$ cat config.mk
export PLATFORM = sky130hd
export DESIGN_NAME = keyed_watchdog
export DESIGN_NICKNAME = d
export VERILOG_FILES = /design/src/rtl/wdg_pkg.sv /design/src/rtl/wdg_key_gate.sv /design/src/rtl/wdg_countdown.sv /design/src/rtl/wdg_stage.sv /design/src/rtl/keyed_watchdog.sv
export SDC_FILE = /design/constraint.sdc
export NUM_CORES = 1
export LEC_CHECK = 0
export BUFFER_PORTS_ARGS = -buffer_cell sky130_fd_sc_hd__buf_2
export CORE_MARGIN = 2
export CORE_UTILIZATION = 45
export CTS_CLUSTER_SIZE = 20
export DETAILED_ROUTE_END_ITERATION = 8
export PLACE_DENSITY = 0.82
export SLEW_MARGIN = 20
export SYNTH_ARGS = -nofsm -noshare
export SYNTH_HDL_FRONTEND = slang
export SYNTH_SLANG_ARGS = --single-unit
$ cat constraint.sdc
create_clock -name clk -period 1.7 [get_ports clk]
set_clock_uncertainty 0.15 [all_clocks]
set_input_delay 0.51 -clock clk [delete_from_list [all_inputs] [get_ports clk]]
set_output_delay 0.51 -clock clk [all_outputs]
set_load 0.03 [all_outputs]
$ cat src/rtl/wdg_pkg.sv
package wdg_pkg;
  typedef enum logic [1:0] {
    STG_ARMED   = 2'd0,
    STG_GRACE   = 2'd1,
    STG_TRIPPED = 2'd2
  } wdg_stage_e;

  function automatic logic [8:0] expand_count(input logic [7:0] field);
    expand_count = (field == 8'd0) ? 9'd256 : {1'b0, field};
  endfunction
endpackage

$ cat src/rtl/wdg_key_gate.sv
module wdg_key_gate #(
  parameter int KEY_W   = 7,
  parameter int KEY_LSB = 9,
  parameter int CMD_POS = 8,
  parameter int DATA_W  = 32
) (
  input  logic              clk,
  input  logic              rst_n,
  input  logic              wr_valid,
  input  logic [DATA_W-1:0] wr_data,
  output logic              accept_o,
  output logic              held_en_o,
  output logic [KEY_W-1:0]  held_key_o
);
  logic             en_q;
  logic [KEY_W-1:0] key_q;
  logic [KEY_W-1:0] new_key;
  logic             key_ok;

  assign new_key = wr_data[KEY_LSB +: KEY_W];
  assign key_ok  = (new_key == ~key_q);
  assign accept_o = wr_valid && (!en_q || key_ok);

  always_ff @(posedge clk) begin
    if (!rst_n) begin
      en_q  <= 1'b0;
      key_q <= '0;
    end else if (accept_o) begin
      en_q  <= wr_data[CMD_POS];
      key_q <= new_key;
    end
  end

  assign held_en_o  = en_q;
  assign held_key_o = key_q;
endmodule

$ cat src/rtl/wdg_countdown.sv
module wdg_countdown #(
  parameter int FIELD_W     = 8,
  parameter int GRACE_TICKS = 10,
  localparam int CTR_W      = FIELD_W + 1
) (
  input  logic               clk,
  input  logic               rst_n,
  input  logic               load_i,
  input  logic [FIELD_W-1:0] load_val_i,
  input  logic               run_i,
  input  logic               tick_i,
  input  logic               grace_i,
  output logic               expire_o
);
  logic [CTR_W-1:0] cnt_q;
  logic             run_q;
  logic [CTR_W-1:0] load_full;

  assign load_full = (load_val_i == '0) ? CTR_W'(1) << FIELD_W
                                        : {1'b0, load_val_i};
  assign expire_o  = run_q && tick_i && !load_i && (cnt_q == CTR_W'(1));

  always_ff @(posedge clk) begin
    if (!rst_n) begin
      cnt_q <= '0;
      run_q <= 1'b0;
    end else if (load_i) begin
      cnt_q <= load_full;
      run_q <= run_i;
    end else if (expire_o) begin
      if (grace_i) begin
        cnt_q <= CTR_W'(GRACE_TICKS);
      end else begin
        cnt_q <= '0;
        run_q <= 1'b0;
      end
    end else if (run_q && tick_i) begin
      cnt_q <= cnt_q - CTR_W'(1);
    end
  end
endmodule

$ cat src/rtl/wdg_stage.sv
module wdg_stage
  import wdg_pkg::*;
(
  input  logic clk,
  input  logic rst_n,
  input  logic clear_i,
  input  logic expire_i,
  output logic grace_o,
  output logic nmi_o,
  output logic rst_req_o
);
  wdg_stage_e stage_q;
  logic       nmi_q;
  logic       req_q;

  assign grace_o = (stage_q == STG_ARMED);

  always_ff @(posedge clk) begin
    if (!rst_n) begin
      stage_q <= STG_ARMED;
      nmi_q   <= 1'b0;
      req_q   <= 1'b0;
    end else if (clear_i) begin
      stage_q <= STG_ARMED;
      nmi_q   <= 1'b0;
    end else if (expire_i) begin
      case (stage_q)
        STG_ARMED: begin
          stage_q <= STG_GRACE;
          nmi_q   <= 1'b1;
        end
        STG_GRACE: begin
          stage_q <= STG_TRIPPED;
          req_q   <= 1'b1;
        end
        default: stage_q <= STG_TRIPPED;
      endcase
    end
  end

  assign nmi_o     = nmi_q;
  assign rst_req_o = req_q;
endmodule

$ cat src/rtl/keyed_watchdog.sv
module keyed_watchdog #(
  parameter int DATA_W      = 32,
  parameter int KEY_W       = 7,
  parameter int FIELD_W     = 8,
  parameter int GRACE_TICKS = 10,
  localparam int CMD_POS    = FIELD_W,
  localparam int KEY_LSB    = FIELD_W + 1
) (
  input  logic              clk,
  input  logic              rst_n,
  input  logic              wr_valid,
  input  logic [DATA_W-1:0] wr_data,
  input  logic              tick_en,
  output logic              nmi_o,
  output logic              rst_req_o
);
  logic             wr_ok;
  logic             held_en;
  logic [KEY_W-1:0] held_key;
  logic             expire;
  logic             grace_sel;

  wdg_key_gate #(
    .KEY_W(KEY_W), .KEY_LSB(KEY_LSB), .CMD_POS(CMD_POS), .DATA_W(DATA_W)
  ) u_gate (
    .clk(clk), .rst_n(rst_n), .wr_valid(wr_valid), .wr_data(wr_data),
    .accept_o(wr_ok), .held_en_o(held_en), .held_key_o(held_key)
  );

  wdg_countdown #(
    .FIELD_W(FIELD_W), .GRACE_TICKS(GRACE_TICKS)
  ) u_cnt (
    .clk(clk), .rst_n(rst_n), .load_i(wr_ok),
    .load_val_i(wr_data[FIELD_W-1:0]), .run_i(wr_data[CMD_POS]),
    .tick_i(tick_en), .grace_i(grace_sel), .expire_o(expire)
  );

  wdg_stage u_stage (
    .clk(clk), .rst_n(rst_n), .clear_i(wr_ok), .expire_i(expire),
    .grace_o(grace_sel), .nmi_o(nmi_o), .rst_req_o(rst_req_o)
  );
endmodule

Word level (Yosys, flattened, before mapping)
Index checks and enable logic that the tools add are counted.
{"block": "op_classes", "order_cmp": 0, "n_bitwise": 3, "n_mux": 9, "multipliers": 0, "eq_ne": 4, "shifts": 0, "n_reduce_logical": 15, "addsub": 1, "div_mod_pow": 0}
{"operator": "9-bit 2-to-1 mux", "n": 4}
{"operator": "9-bit by 1-bit equality test with 1-bit output, second input constant", "n": 1}
{"operator": "9-bit by 1-bit subtractor with 9-bit output, second input constant", "n": 1}
{"operator": "8-bit logical NOT", "n": 1}
{"operator": "7-bit equality test", "n": 1}
{"operator": "7-bit inverter", "n": 1}
{"operator": "1-bit logical AND", "n": 4}
{"operator": "4-bit 2-to-1 mux", "n": 1}
{"operator": "2-bit AND reduction", "n": 2}
{"operator": "1-bit 2-to-1 mux", "n": 3}
{"operator": "3-bit AND reduction", "n": 1}
{"operator": "3-bit nonzero test", "n": 1}
{"operator": "2-bit by 1-bit equality test with 1-bit output, second input constant", "n": 1}
{"operator": "1-bit logical NOT", "n": 2}
{"operator": "2-bit logical NOT", "n": 1}
{"operator": "2-bit 2-to-1 mux", "n": 1}
{"operator": "2-bit by 1-bit inequality test with 1-bit output, second input constant", "n": 1}
{"operator": "1-bit inverter", "n": 2}
{"operator": "2-bit nonzero test", "n": 1}
{"operator": "2-bit OR reduction", "n": 1}
{"operator": "1-bit logical OR", "n": 1}
{"block": "word_totals", "mem_bits_rw": 0, "rom_bits": 0, "memories": 0, "ff_bits": 22, "latchBits": 0, "input_bits": 36}

Logic depth before layout (Yosys ltp)
Gate-level depths: netlist (run 1).
{"block": "depth", "depth_word": 9, "ltp_mapped": 8}

By module
A second synthesis (run 1) with hierarchy kept.
{"block": "unflattened", "hier_cells": 142, "area_unflattened_um2": 1214.9}
{"mod": "wdg_countdown", "n_inst": 1, "area_per_inst_um2": 665.6, "seq_area_each_um2": 200.2, "cells_per_inst": 82}
{"mod": "wdg_key_gate", "n_inst": 1, "area_per_inst_um2": 401.6, "seq_area_each_um2": 160.2, "cells_per_inst": 45}
{"mod": "wdg_stage", "n_inst": 1, "area_per_inst_um2": 147.6, "seq_area_each_um2": 80.1, "cells_per_inst": 15}

Worst setup path after synthesis (run 1)
No wires, ideal clock.
{"block": "synth_path", "kind": "input-to-reg", "startpoint": "in wr_data[13]", "endpoint": "reg u_gate.en_q, in the netlist u_gate.held_en_o", "t_arrival_ps": 1493, "setup_ps": 128, "path_stages": 6, "path_buffers": 1, "slack_ps": -71, "required_ps": 1422, "path_cell_list": "xnor2_1 > nor4_2 > a2bb2oi_4 > buf_6 > mux2i_1 > nor2_1"}
{"block": "synth_between", "elab_chain_len": 3}
{"item": "start: declaration", "line_no": "keyed_watchdog.sv:12", "source": "input logic [DATA_W-1:0] wr_data,"}
{"item": "7-bit equality test", "line_no": "wdg_key_gate.sv:21", "source": "assign key_ok = (new_key == ~key_q);"}
{"item": "1-bit logical OR", "line_no": "wdg_key_gate.sv:22", "source": "assign accept_o = wr_valid && (!en_q || key_ok);"}
{"item": "1-bit logical AND", "line_no": "wdg_key_gate.sv:22"}
{"item": "end signal: assignment", "line_no": "wdg_key_gate.sv:29", "source": "en_q <= wr_data[CMD_POS];"}
{"item": "end: declaration", "line_no": "wdg_key_gate.sv:15", "source": "logic en_q;"}
Every way passes these cells.
A chain may end at the register's enable or synchronous reset.

Worst setup path after layout (run 1)
{"block": "layout_path", "startpoint": "reg u_cnt.cnt_q[3]", "endpoint": "reg u_cnt.cnt_q[6]"}
{"block": "layout_between", "elab_chain_len": 4}
{"item": "start: declaration", "line_no": "wdg_countdown.sv:15", "source": "logic [CTR_W-1:0] cnt_q;"}
{"item": "start signal: assignment", "line_no": "wdg_countdown.sv:28", "source": "cnt_q <= load_full;"}
{"item": "start signal: assignment", "line_no": "wdg_countdown.sv:32", "source": "cnt_q <= CTR_W'(GRACE_TICKS);"}
{"item": "start signal: assignment", "line_no": "wdg_countdown.sv:38", "source": "cnt_q <= cnt_q - CTR_W'(1);"}
{"item": "9-bit by 1-bit subtractor with 9-bit output / 9-bit by 1-bit equality test with 1-bit output (equally long branches)", "line_no": "wdg_countdown.sv:38, wdg_countdown.sv:21"}
{"item": "9-bit 2-to-1 mux / 1-bit logical AND (equally long branches)", "line_no": "wdg_countdown.sv:37, wdg_countdown.sv:21"}
{"item": "9-bit 2-to-1 mux", "line_no": "wdg_countdown.sv:30", "source": "end else if (expire_o) begin"}
{"item": "9-bit 2-to-1 mux", "line_no": "wdg_countdown.sv:27", "source": "end else if (load_i) begin"}
Several ways; a longest one is shown, not always the timed one. The select of a mux whose other input is x is not followed.

==> out/results.tsv, run 1 <==
stage	metric	value	unit
detailed_routing	met2_length	1650	um
detailed_routing	vias	1184	
yosys	yosysTopAreaCellShare	36.8	%
detailed_routing	drt-wirelength-per-cell	15.1	um
placed_design	gp_congestion	0.848	
sta	tns	-45.1	ps
die	die-area	3090	sq um
die	fp.dieH	55.6	um
die	die_w	55.6	um
cells_and_area	final_cells	204	
detailed_routing	top_layer	met4	
power_and_ir_drop	p_per_area	687	nW/um^2
worst_setup_path	critical_path.max_fanout	4	
sta	setup_viol	3	
clock_tree	cts_made_buffers	3	
sta	relSlewSlack	66.8	%
yosys	synthCells	133	
detailed_routing	m1WireLength	1210	um
yosys	ys_ff_latch	22	
grt	track_usage	19.7	%
worst_setup_path	cp.arrival	1800	ps
die	start_util	47.9	%
placed_design	port_buffers	21	
sta	post-route-period-util	102	%
worst_setup_path	crit_type	reg -> reg	
clock_tree	clockBufferDepth	2	
detailed_routing	viasPerCell	5.80	
clock_tree	insertion_delay	300	ps
worst_setup_path	end_kind	flip-flop	
yosys	synthSimpleGateAreaFrac	25.6	%
sta	period_minus_slack	1730	ps
clock_tree	cts_tree	done	
sta	rsz0062_at_grt	true	
detailed_routing	totalWireLength	3080	um
die	io_pins	38	
detailed_routing	wl_met3	149	um
sta	setup_ws	-29.9	ps
status	violations	setup timing	
yosys	yosysWarnings	0	
power_and_ir_drop	irDropWorstVdd	0.000476	V
min_path	hold_path_class	in -> reg	
clock_tree	cts_sinks	22	
sta	max_freq	578	MHz
grt	grt_pass1_vias	1160	
detailed_routing	drt_iter0_markers	25	
cells_and_area	layout-drive-gt1-share	48.3	%
clock_tree	htree_levels	1	
clock_tree	clock-root-buffer	clkbuf_4	
yosys	synth_fa_ha_area_share	2.09	%
worst_setup_path	r2r_setup_slack	-30	ps
clock_tree	clk_pin_slew_worst_paths	120	ps
detailed_routing	drc	0	
worst_setup_path	cp.required	1770	ps
yosys	ys_seq_area_share	36.8	%
power_and_ir_drop	leakage	0.726	nW
placed_design	place_inst	197	
yosys	yosysUniqueCellTypes	33	
yosys	synthesis.nets	171	
worst_setup_path	cp-start-kind	flip-flop	
yosys	syn_area	1200	sq um
yosys	synth.area.mux_share	10.4	%
clock_tree	ctsHoldBuffers	0	
placed_design	dp_hpwl	2290	um
detailed_routing	firstDrtPassIters	4	
grt	antenna_found_initial	0	
grt	globalRouteOverflowTotal	0	
grt	grt_max_degree	16	
yosys	synth_compound_gate_area_share	14.2	%
cells_and_area	nets	214	
yosys	yosysTopAreaCell	dfxtp_1	
grt	grt_pass1_wl	4870	um
detailed_routing	antenna_left	0	
sta	slew_violations	0	
yosys	synth_top_family_by_area	simple AND/OR/NAND/NOR gates	
sta	hold_violations	0	
sta	worst_slew_pin_slew	498	ps
yosys	synth_top_cells_by_area	dfxtp_1, mux2i_1, nor2_1, xnor2_1, a211oi_1	
yosys	synth_area_per_cell	9.00	sq um
cells_and_area	antenna_cells	0	
status	status	complete, but fails checks	
yosys	synthXorXnorAreaFrac	5.85	%
cells_and_area	fin_util	70.9	%
die	fp.coreArea	2500	sq um
flow_run	maxCapViolations	0	
cells_and_area	layout_common_cells	buf_2, nor2_1, buf_4, dfxtp_1, mux2i_1	
cells_and_area	syn2layout_area_growth	48.1	%
placed_design	pre_cts_ws	-221	ps
cells_and_area	final_common_cell	buf_2	
die	row_count	18	
[critical path: stages, from the launching register on]
cell	delay, ps
dfxtp_4	370
and4bb_2	340
nand2_1	80
or3_1	320
mux2i_1	130
a211oi_1	250
[synthesized netlist by cell type, drive strengths merged]
cell,instances
mux2,1
nor4b,1
nand4,1
and4bb,1
dfxtp,22
o21ai,5
clkbuf,1
inv,7
xnor2,8
ha,2
a21oi,7
o211a,1
mux2i,11
o21a,1
a211oi,5
a2bb2oi,1
nand3b,1
buf,3
nor3,5
nor3b,1
a311oi,1
nand3,7
o211ai,1
nand2,8
o22ai,1
a31oi,1
nor4,6
and2,1
nor2,20
or3,2
[per-layer routing]
| metal | up-vias | GRT usage [%] |
|---|---|---|
| li1 | 561 | - |
| met1 | 584 | 20.6 |
| met2 | 30 | 37.1 |
| met3 | 9 | 3.72 |
| met4 | 0 | 9.41 |
| met5 | - | 0 |
[what timing repair did]
action,CTS,global route
endpoints found under the setup margin,11,21
pin swaps,3,11
gates resized for setup,9,29
buffers inserted,1,3
[flip-flops by register name (all words and copies together), names as in the netlist]
name and cells:
u_cnt.cnt_q 9, u_cnt.run_q 1, u_gate.held_en_o 1, u_gate.held_key_o 7, u_stage.nmi_o 1, u_stage.rst_req_o 1, u_stage.stage_q 2
[power by group]
group	switching (W)	internal [W]	total (W)
sequential	0.0000444	0.000552	0.000596
combinational	0.000173	0.000212	0.000385
clock	0.000155	0.0000826	0.000237
[metrics by stage]
stage,hold WS [ps],power [W],area [sq um]
finish,307,0.00122,1770
global route,317,0.00127,1770
CTS,302,0.00119,1650
detailed placement,298,0.000945,1610
global placement,291,0.000926,1610
floorplan,311,0.000815,1350
[path summary, 6_finish.rpt]
path | start | end | cells after the start
max reg2reg | u_cnt.cnt_q[3] | u_cnt.cnt_q[6] | 5
max | u_cnt.cnt_q[3] | u_cnt.cnt_q[6] | 5
min | wr_data[8] | u_gate.held_en_o | 3
min reg2reg | u_stage.rst_req_o | u_stage.rst_req_o | 1
[cell type report]
| class | count | area (sq um) |
|---|---|---|
| multi-input combinational | 100 | 930 |
| sequential | 22 | 458 |
| tap | 30 | 37.5 |
| timing repair buffer | 42 | 299 |
| inverter | 7 | 26.3 |
| fill | 196 | 727 |
| clock buffer | 3 | 22.5 |
[cell families after synthesis]
kind of cell,Yosys count
simple gates,54
compound gates,24
flops,22
mux,12
buf+inv,11
xor+xnor,8
fa+ha+maj,2
(Power assumes the default switching activity.)
==> run 2: changes to the inputs <==
Settings changed: BUFFER_PORTS_ARGS -buffer_cell sky130_fd_sc_hd__buf_2 to -buffer_cell sky130_fd_sc_hd__buf_4, CORE_ASPECT_RATIO set to 0.9.
==> out/results.tsv, run 2 (synthesized netlist as in run 1, its figures left out) <==
stage	metric	value	unit	change
min_path	holdPathEnd	u_gate.held_en_o		
worst_setup_path	cp-start-kind	flip-flop		
sta	slew_violations	0		unchanged
die	start_util	48.1	%	+0.22 points
sta	relSlewSlack	74.5	%	+7.8 points
grt	track_usage	20.9	%	+1.2 points
cells_and_area	antenna_cells	0		unchanged
clock_tree	cts_tree	done		
status	violations	setup timing		
clock_tree	insertion_delay	310	ps	about the same
power_and_ir_drop	seqPwrFrac	41.9	%	-7.0 points
die	die-area	3090	sq um	about the same
detailed_routing	totalWireLength	3190	um	+3.3%
detailed_routing	firstDrtPassIters	4		unchanged
worst_setup_path	end_kind	flip-flop		
grt	grt_pass1_vias	1119		-3.5%
sta	period_minus_slack	1730	ps	-1.02 ps
worst_setup_path	worstReg2RegEnd	u_cnt.cnt_q[8]		
sta	rsz0062_at_grt	true		
worst_setup_path	cp_cell_sequence	nor4_4 -> nand3_2 -> or3_4 -> a311oi_2		
die	row_count	17		-1
power_and_ir_drop	irDropWorstVdd	0.000739	V	+55%
sta	hold_violations	0		unchanged
min_path	hold_path_class	in -> reg		
min_path	min_from	wr_data[8]		
clock_tree	clk_pin_slew_worst_paths	130	ps	about the same
detailed_routing	drt_iter0_markers	71		+180%
clock_tree	cts_sinks	22		unchanged
power_and_ir_drop	p_per_area	749	nW/um^2	+9.0%
placed_design	dp_hpwl	2130	um	-6.7%
placed_design	port_buffers	21		unchanged
worst_setup_path	reg2reg_depth	4		-1
status	status	complete, but fails checks		
sta	worst_slew_pin_slew	378	ps	-119 ps
cells_and_area	syn2layout_area_growth	56.9	%	
worst_setup_path	cp.arrival	1810	ps	about the same
worst_setup_path	crit_type	reg -> reg		
die	die_w	58.4	um	+5.0%
power_and_ir_drop	switching_share	27.8	%	-2.8 points
cells_and_area	largest_reg_flops	9		unchanged
power_and_ir_drop	internal-power	0.00102	W	+20%
clock_tree	clockBufferDepth	2		unchanged
die	io_pins	38		unchanged
power_and_ir_drop	power_frac_comb	29.3	%	-2.3 points
worst_setup_path	rr_startpoint	u_cnt.cnt_q[7]		
cells_and_area	final_common_cell	buf_4		
worst_setup_path	crit_slowest_cell	or3_4		
min_path	hold_depth	3		unchanged
die	fp.dieH	52.9	um	-4.8%
grt	grt_max_degree	14		-2
cells_and_area	largest-register	u_cnt.cnt_q		
worst_setup_path	cp.required	1780	ps	about the same
detailed_routing	vias	1167		-1.4%
die	fp.coreArea	2490	sq um	-0.45%
sta	max_freq	578	MHz	about the same
grt	antenna_found_initial	0		unchanged
cells_and_area	nets	218		+1.9%
sta	fin_hold_ws	282	ps	-24.4 ps
power_and_ir_drop	leakage	0.783	nW	+7.9%
sta	setup_ws	-28.9	ps	+1.02 ps
grt	grt_pass1_wl	4920	um	+0.99%
detailed_routing	drc	0		unchanged
grt	globalRouteOverflowTotal	0		unchanged
power_and_ir_drop	p_clk_share	28.8	%	+9.3 points
sta	setup_viol	3		unchanged
cells_and_area	fin_util	75.5	%	+4.6 points
detailed_routing	drt-wirelength-per-cell	15.4	um	+1.8%
clock_tree	htree_levels	1		unchanged
placed_design	gp_congestion	0.899		+6.0%
worst_setup_path	critical_path.max_fanout	3		-1
clock_tree	cts_made_buffers	3		unchanged
worst_setup_path	r2r_setup_slack	-30	ps	about the same
detailed_routing	viasPerCell	5.64		-2.9%
flow_run	maxCapViolations	0		unchanged
cells_and_area	layout_common_cells	buf_4, nor2_1, mux2i_1, dfxtp_1, dfxtp_2		
detailed_routing	antenna_left	0		unchanged
power_and_ir_drop	power_switching	0.000391	W	+5.1%
worst_setup_path	slowest_delay	390	ps	+20 ps
cells_and_area	layout-drive-gt1-share	54.2	%	+5.9 points
sta	post-route-period-util	102	%	about the same
clock_tree	clock-root-buffer	clkbuf_4		
-- run 2: changes by cell type in the layout (fill, tap and decap cells not counted), sizes merged --
cell	before	now
buf	42	46
bufinv	0	1
-- run 2: stage by stage --
step / worst slack [ps] / cells / setup TNS [ps] / area [sq um] / total power [W]
after floorplan: 2.86 / 133 / 0 / 1350 / 0.000815
after global placement: -192 / 197 / -3230 / 1650 / 0.000927
after detailed placement: -234 / 197 / -4040 / 1650 / 0.000940
after CTS: 5.25 / 203 / 0 / 1750 / 0.00137
after global routing: -106 / 207 / -472 / 1880 / 0.00147
final: -28.9 / 207 / -37.4 / 1880 / 0.00141
-- run 2: worst max-delay path by stage --
stage                              start  slack, ps  cells after the start                   end
after floorplan              wr_data[12]          3                      6  u_gate.held_key_o[2]
after global placement       wr_data[11]       -190                      7        u_cnt.cnt_q[1]
after detailed placement     wr_data[11]       -230                      7        u_cnt.cnt_q[3]
after CTS                 u_cnt.cnt_q[2]          5                      4        u_cnt.cnt_q[8]
after global routing      u_cnt.cnt_q[3]       -110                      7         u_stage.nmi_o
final                     u_cnt.cnt_q[7]        -30                      4        u_cnt.cnt_q[8]
-- run 2: final cells by class --
class | instances | area, sq um
clock buffer | 3 | 22.5
clock inverter | 1 | 30.0
fill | 163 | 609
inverter | 7 | 26.3
multi-input combinational | 100 | 955
sequential | 22 | 462
tap | 28 | 35.0
timing repair buffer | 46 | 349
-- run 2: per-layer routing --
layer | vias to the layer above | part of all wire, % | routed length [um] | GRT usage (%)
met4 | 0 | 1.1 | 34 | 5.04
met3 | 6 | 5.5 | 175 | 4.89
met2 | 47 | 53 | 1700 | 37.3
li1 | 572 | - | - | -
met1 | 542 | 40 | 1280 | 25.3
met5 | - | 0 | 0 | 0
-- run 2: repair_timing --
item | in CTS | in global routing
setup endpoints to repair | 7 | 13
resized for setup | 14 | 31
hold buffers | 0 | 0
pin swaps | 5 | 15
buffers inserted | 2 | 4
-- run 2: power by group through the flow --
stage / clock, W / combinational, W / sequential, W
6_report: 0.000406 / 0.000412 / 0.000590
5_1_grt: 0.000432 / 0.000445 / 0.000594
4_1_cts: 0.000419 / 0.000361 / 0.000588
3_5_place_dp: 0 / 0.000336 / 0.000604
3_3_place_gp: 0 / 0.000325 / 0.000602
2_1_floorplan: 0 / 0.000211 / 0.000603
-- run 2: worst max-delay path, delay by kind of cell, from the launching register on --
kind | cells | cell delay [ps]
AO/OA/AOI/OAI | 1 | 240
flip-flops | 1 | 380
AND/OR/NAND/NOR | 3 | 890
==> run 3: changes to the inputs <==
Settings changed: SETUP_SLACK_MARGIN set to 0.05.
==> out/results.tsv, run 3 (synthesized netlist as in run 1, its figures left out) <==
stage	metric	value	unit	change
status	status	finished clean		
cells_and_area	antenna_cells	0		unchanged
detailed_routing	totalWireLength	3200	um	+0.28%
worst_setup_path	slowest_delay	390	ps	about the same
flow_run	maxCapViolations	0		unchanged
power_and_ir_drop	seqPwrFrac	44.2	%	+2.3 points
power_and_ir_drop	internal-power	0.000960	W	-5.6%
sta	max_freq	597	MHz	+3.3%
cells_and_area	layout-drive-gt1-share	52.2	%	-2.0 points
clock_tree	cts_made_buffers	3		unchanged
detailed_routing	drt-wirelength-per-cell	15.4	um	-0.20%
clock_tree	htree_levels	1		unchanged
cells_and_area	largest_reg_flops	9		unchanged
min_path	hold_path_class	in -> reg		
worst_setup_path	crit_type	reg -> reg		
power_and_ir_drop	irDropWorstVdd	0.000724	V	-2.1%
cells_and_area	layout_common_cells	buf_4, nor2_1, mux2i_1, dfxtp_1		
grt	globalRouteOverflowTotal	0		unchanged
grt	grt_max_degree	14		unchanged
cells_and_area	largest-register	u_cnt.cnt_q		
die	io_pins	38		unchanged
placed_design	port_buffers	21		unchanged
placed_design	gp_congestion	0.840		-6.6%
detailed_routing	drc	0		unchanged
die	fp.coreArea	2490	sq um	unchanged
die	die_w	58.4	um	unchanged
detailed_routing	antenna_left	0		unchanged
worst_setup_path	cp-start-kind	flip-flop		
sta	slew_violations	0		unchanged
cells_and_area	nets	219		+0.46%
power_and_ir_drop	p_clk_share	25.7	%	-3.1 points
worst_setup_path	critical_path.max_fanout	4		+1
worst_setup_path	cp_num_buf_inv	0		unchanged
detailed_routing	firstDrtPassIters	4		unchanged
power_and_ir_drop	switching_share	29.0	%	+1.2 points
clock_tree	clk_pin_slew_worst_paths	130	ps	about the same
sta	rsz0062_at_grt	true		
die	die-area	3090	sq um	unchanged
sta	hold_violations	0		unchanged
die	start_util	48.1	%	unchanged
clock_tree	clockBufferDepth	2		unchanged
sta	tns	0	ps	+37.4 ps
grt	track_usage	22.3	%	+1.4 points
grt	grt_pass1_vias	1128		+0.80%
sta	period_minus_slack	1670	ps	-54.9 ps
die	row_count	17		unchanged
cells_and_area	syn2layout_area_growth	57.6	%	
sta	relSlewSlack	65.5	%	-9.0 points
detailed_routing	vias	1172		+0.43%
power_and_ir_drop	power_switching	0.000392	W	+0.22%
sta	worst_slew_pin_slew	513	ps	+134 ps
detailed_routing	drt_iter0_markers	41		-42%
worst_setup_path	cp_cell_sequence	and4bb_2 -> nand2_2 -> or3_4 -> mux2i_1 -> a211oi_2		
placed_design	dp_hpwl	2280	um	+7.0%
grt	grt_pass1_wl	5090	um	+3.4%
clock_tree	insertion_delay	320	ps	about the same
grt	antenna_found_initial	0		unchanged
power_and_ir_drop	power_frac_comb	30.1	%	+0.8 points
worst_setup_path	crit_slowest_cell	dfxtp_4		
worst_setup_path	end_kind	flip-flop		
detailed_routing	viasPerCell	5.63		about the same
sta	post-route-period-util	98.5	%	-3.2 points
power_and_ir_drop	total_power	0.00135	W	-4.0%
power_and_ir_drop	leakage	0.773	nW	-1.3%
power_and_ir_drop	p_per_area	716	nW/um^2	-4.4%
clock_tree	clock-root-buffer	clkbuf_4		
worst_setup_path	cp.required	1800	ps	+20 ps
die	fp.dieH	52.9	um	unchanged
worst_setup_path	crit_family	simple AND/OR/NAND/NOR gates		
sta	setup_viol	0		-3
clock_tree	cts_sinks	22		unchanged
clock_tree	cts_tree	done		
cells_and_area	final_common_cell	buf_4		
worst_setup_path	cp.arrival	1780	ps	-30 ps
run 3: cell count changes in the layout (fill, tap and decap cells not counted), moves of 2 or more:
cell	change
buf_4	-2
buf_6	+2
o21ai_0	+2
o21ai_1	-2
run 3: power by group through the flow:
stage               logic (W)  clock network, W  registers (W)
floorplan            0.000213                 0       0.000606
global placement     0.000327                 0       0.000606
detailed placement   0.000340                 0       0.000609
CTS                  0.000364          0.000363       0.000598
global route         0.000436          0.000378       0.000601
finish               0.000406          0.000348       0.000597
run 3: final timing paths:
| path | from | end | slack, ps | cells after the start |
|---|---|---|---|---|
| worst max register to register | u_cnt.cnt_q[2] | u_cnt.cnt_q[6] | 30 | 5 |
| worst min-delay path | wr_data[4] | u_cnt.cnt_q[4] | 300 | 2 |
| worst max-delay path | u_cnt.cnt_q[2] | u_cnt.cnt_q[6] | 30 | 5 |
| worst min register to register | u_stage.nmi_o | u_stage.nmi_o | 340 | 2 |
run 3: worst reg2reg max path, stage by stage, from the launching register on:
cell and delay (ps):
dfxtp_4 390, and4bb_2 340, nand2_2 90, or3_4 330, mux2i_1 140, a211oi_2 180
run 3: cell type report:
| class | instances | area (sq um) |
|---|---|---|
| clock buffers | 4 | 47.5 |
| fillers | 172 | 602 |
| inverters | 7 | 26.3 |
| multi-input cells | 100 | 937 |
| flip-flops and latches | 22 | 464 |
| well taps | 28 | 35.0 |
| repair buffers | 47 | 377 |
run 3: what timing repair did:
| item | CTS | global route |
|---|---|---|
| gates cloned | 0 | 0 |
| gates resized for setup | 16 | 18 |
| endpoints found under the setup margin | 13 | 18 |
| pin swaps | 1 | 7 |
| setup buffers | 4 | 2 |
| hold buffers | 0 | 0 |
run 3: stage by stage:
step	area (sq um)	utilization, %	hold WS, ps	cells	worst slack [ps]
finish	1890	75.8	295	208	26.0
global route	1890	75.8	281	208	-28.6
CTS	1790	71.9	287	206	25.7
detailed placement	1680	67.4	317	198	-230
global placement	1680	67.4	304	198	-190
floorplan	1370	-	321	133	4.71
run 3: per-layer routing:
layer,up-vias,GRT usage [%],routed length [um],share of wire [%]
met2,33,37.3,1620,51
met4,0,6.59,24,0.75
met1,564,27.8,1420,44
li1,571,-,-,-
met5,-,0,0,0
met3,4,6.60,128,4.0
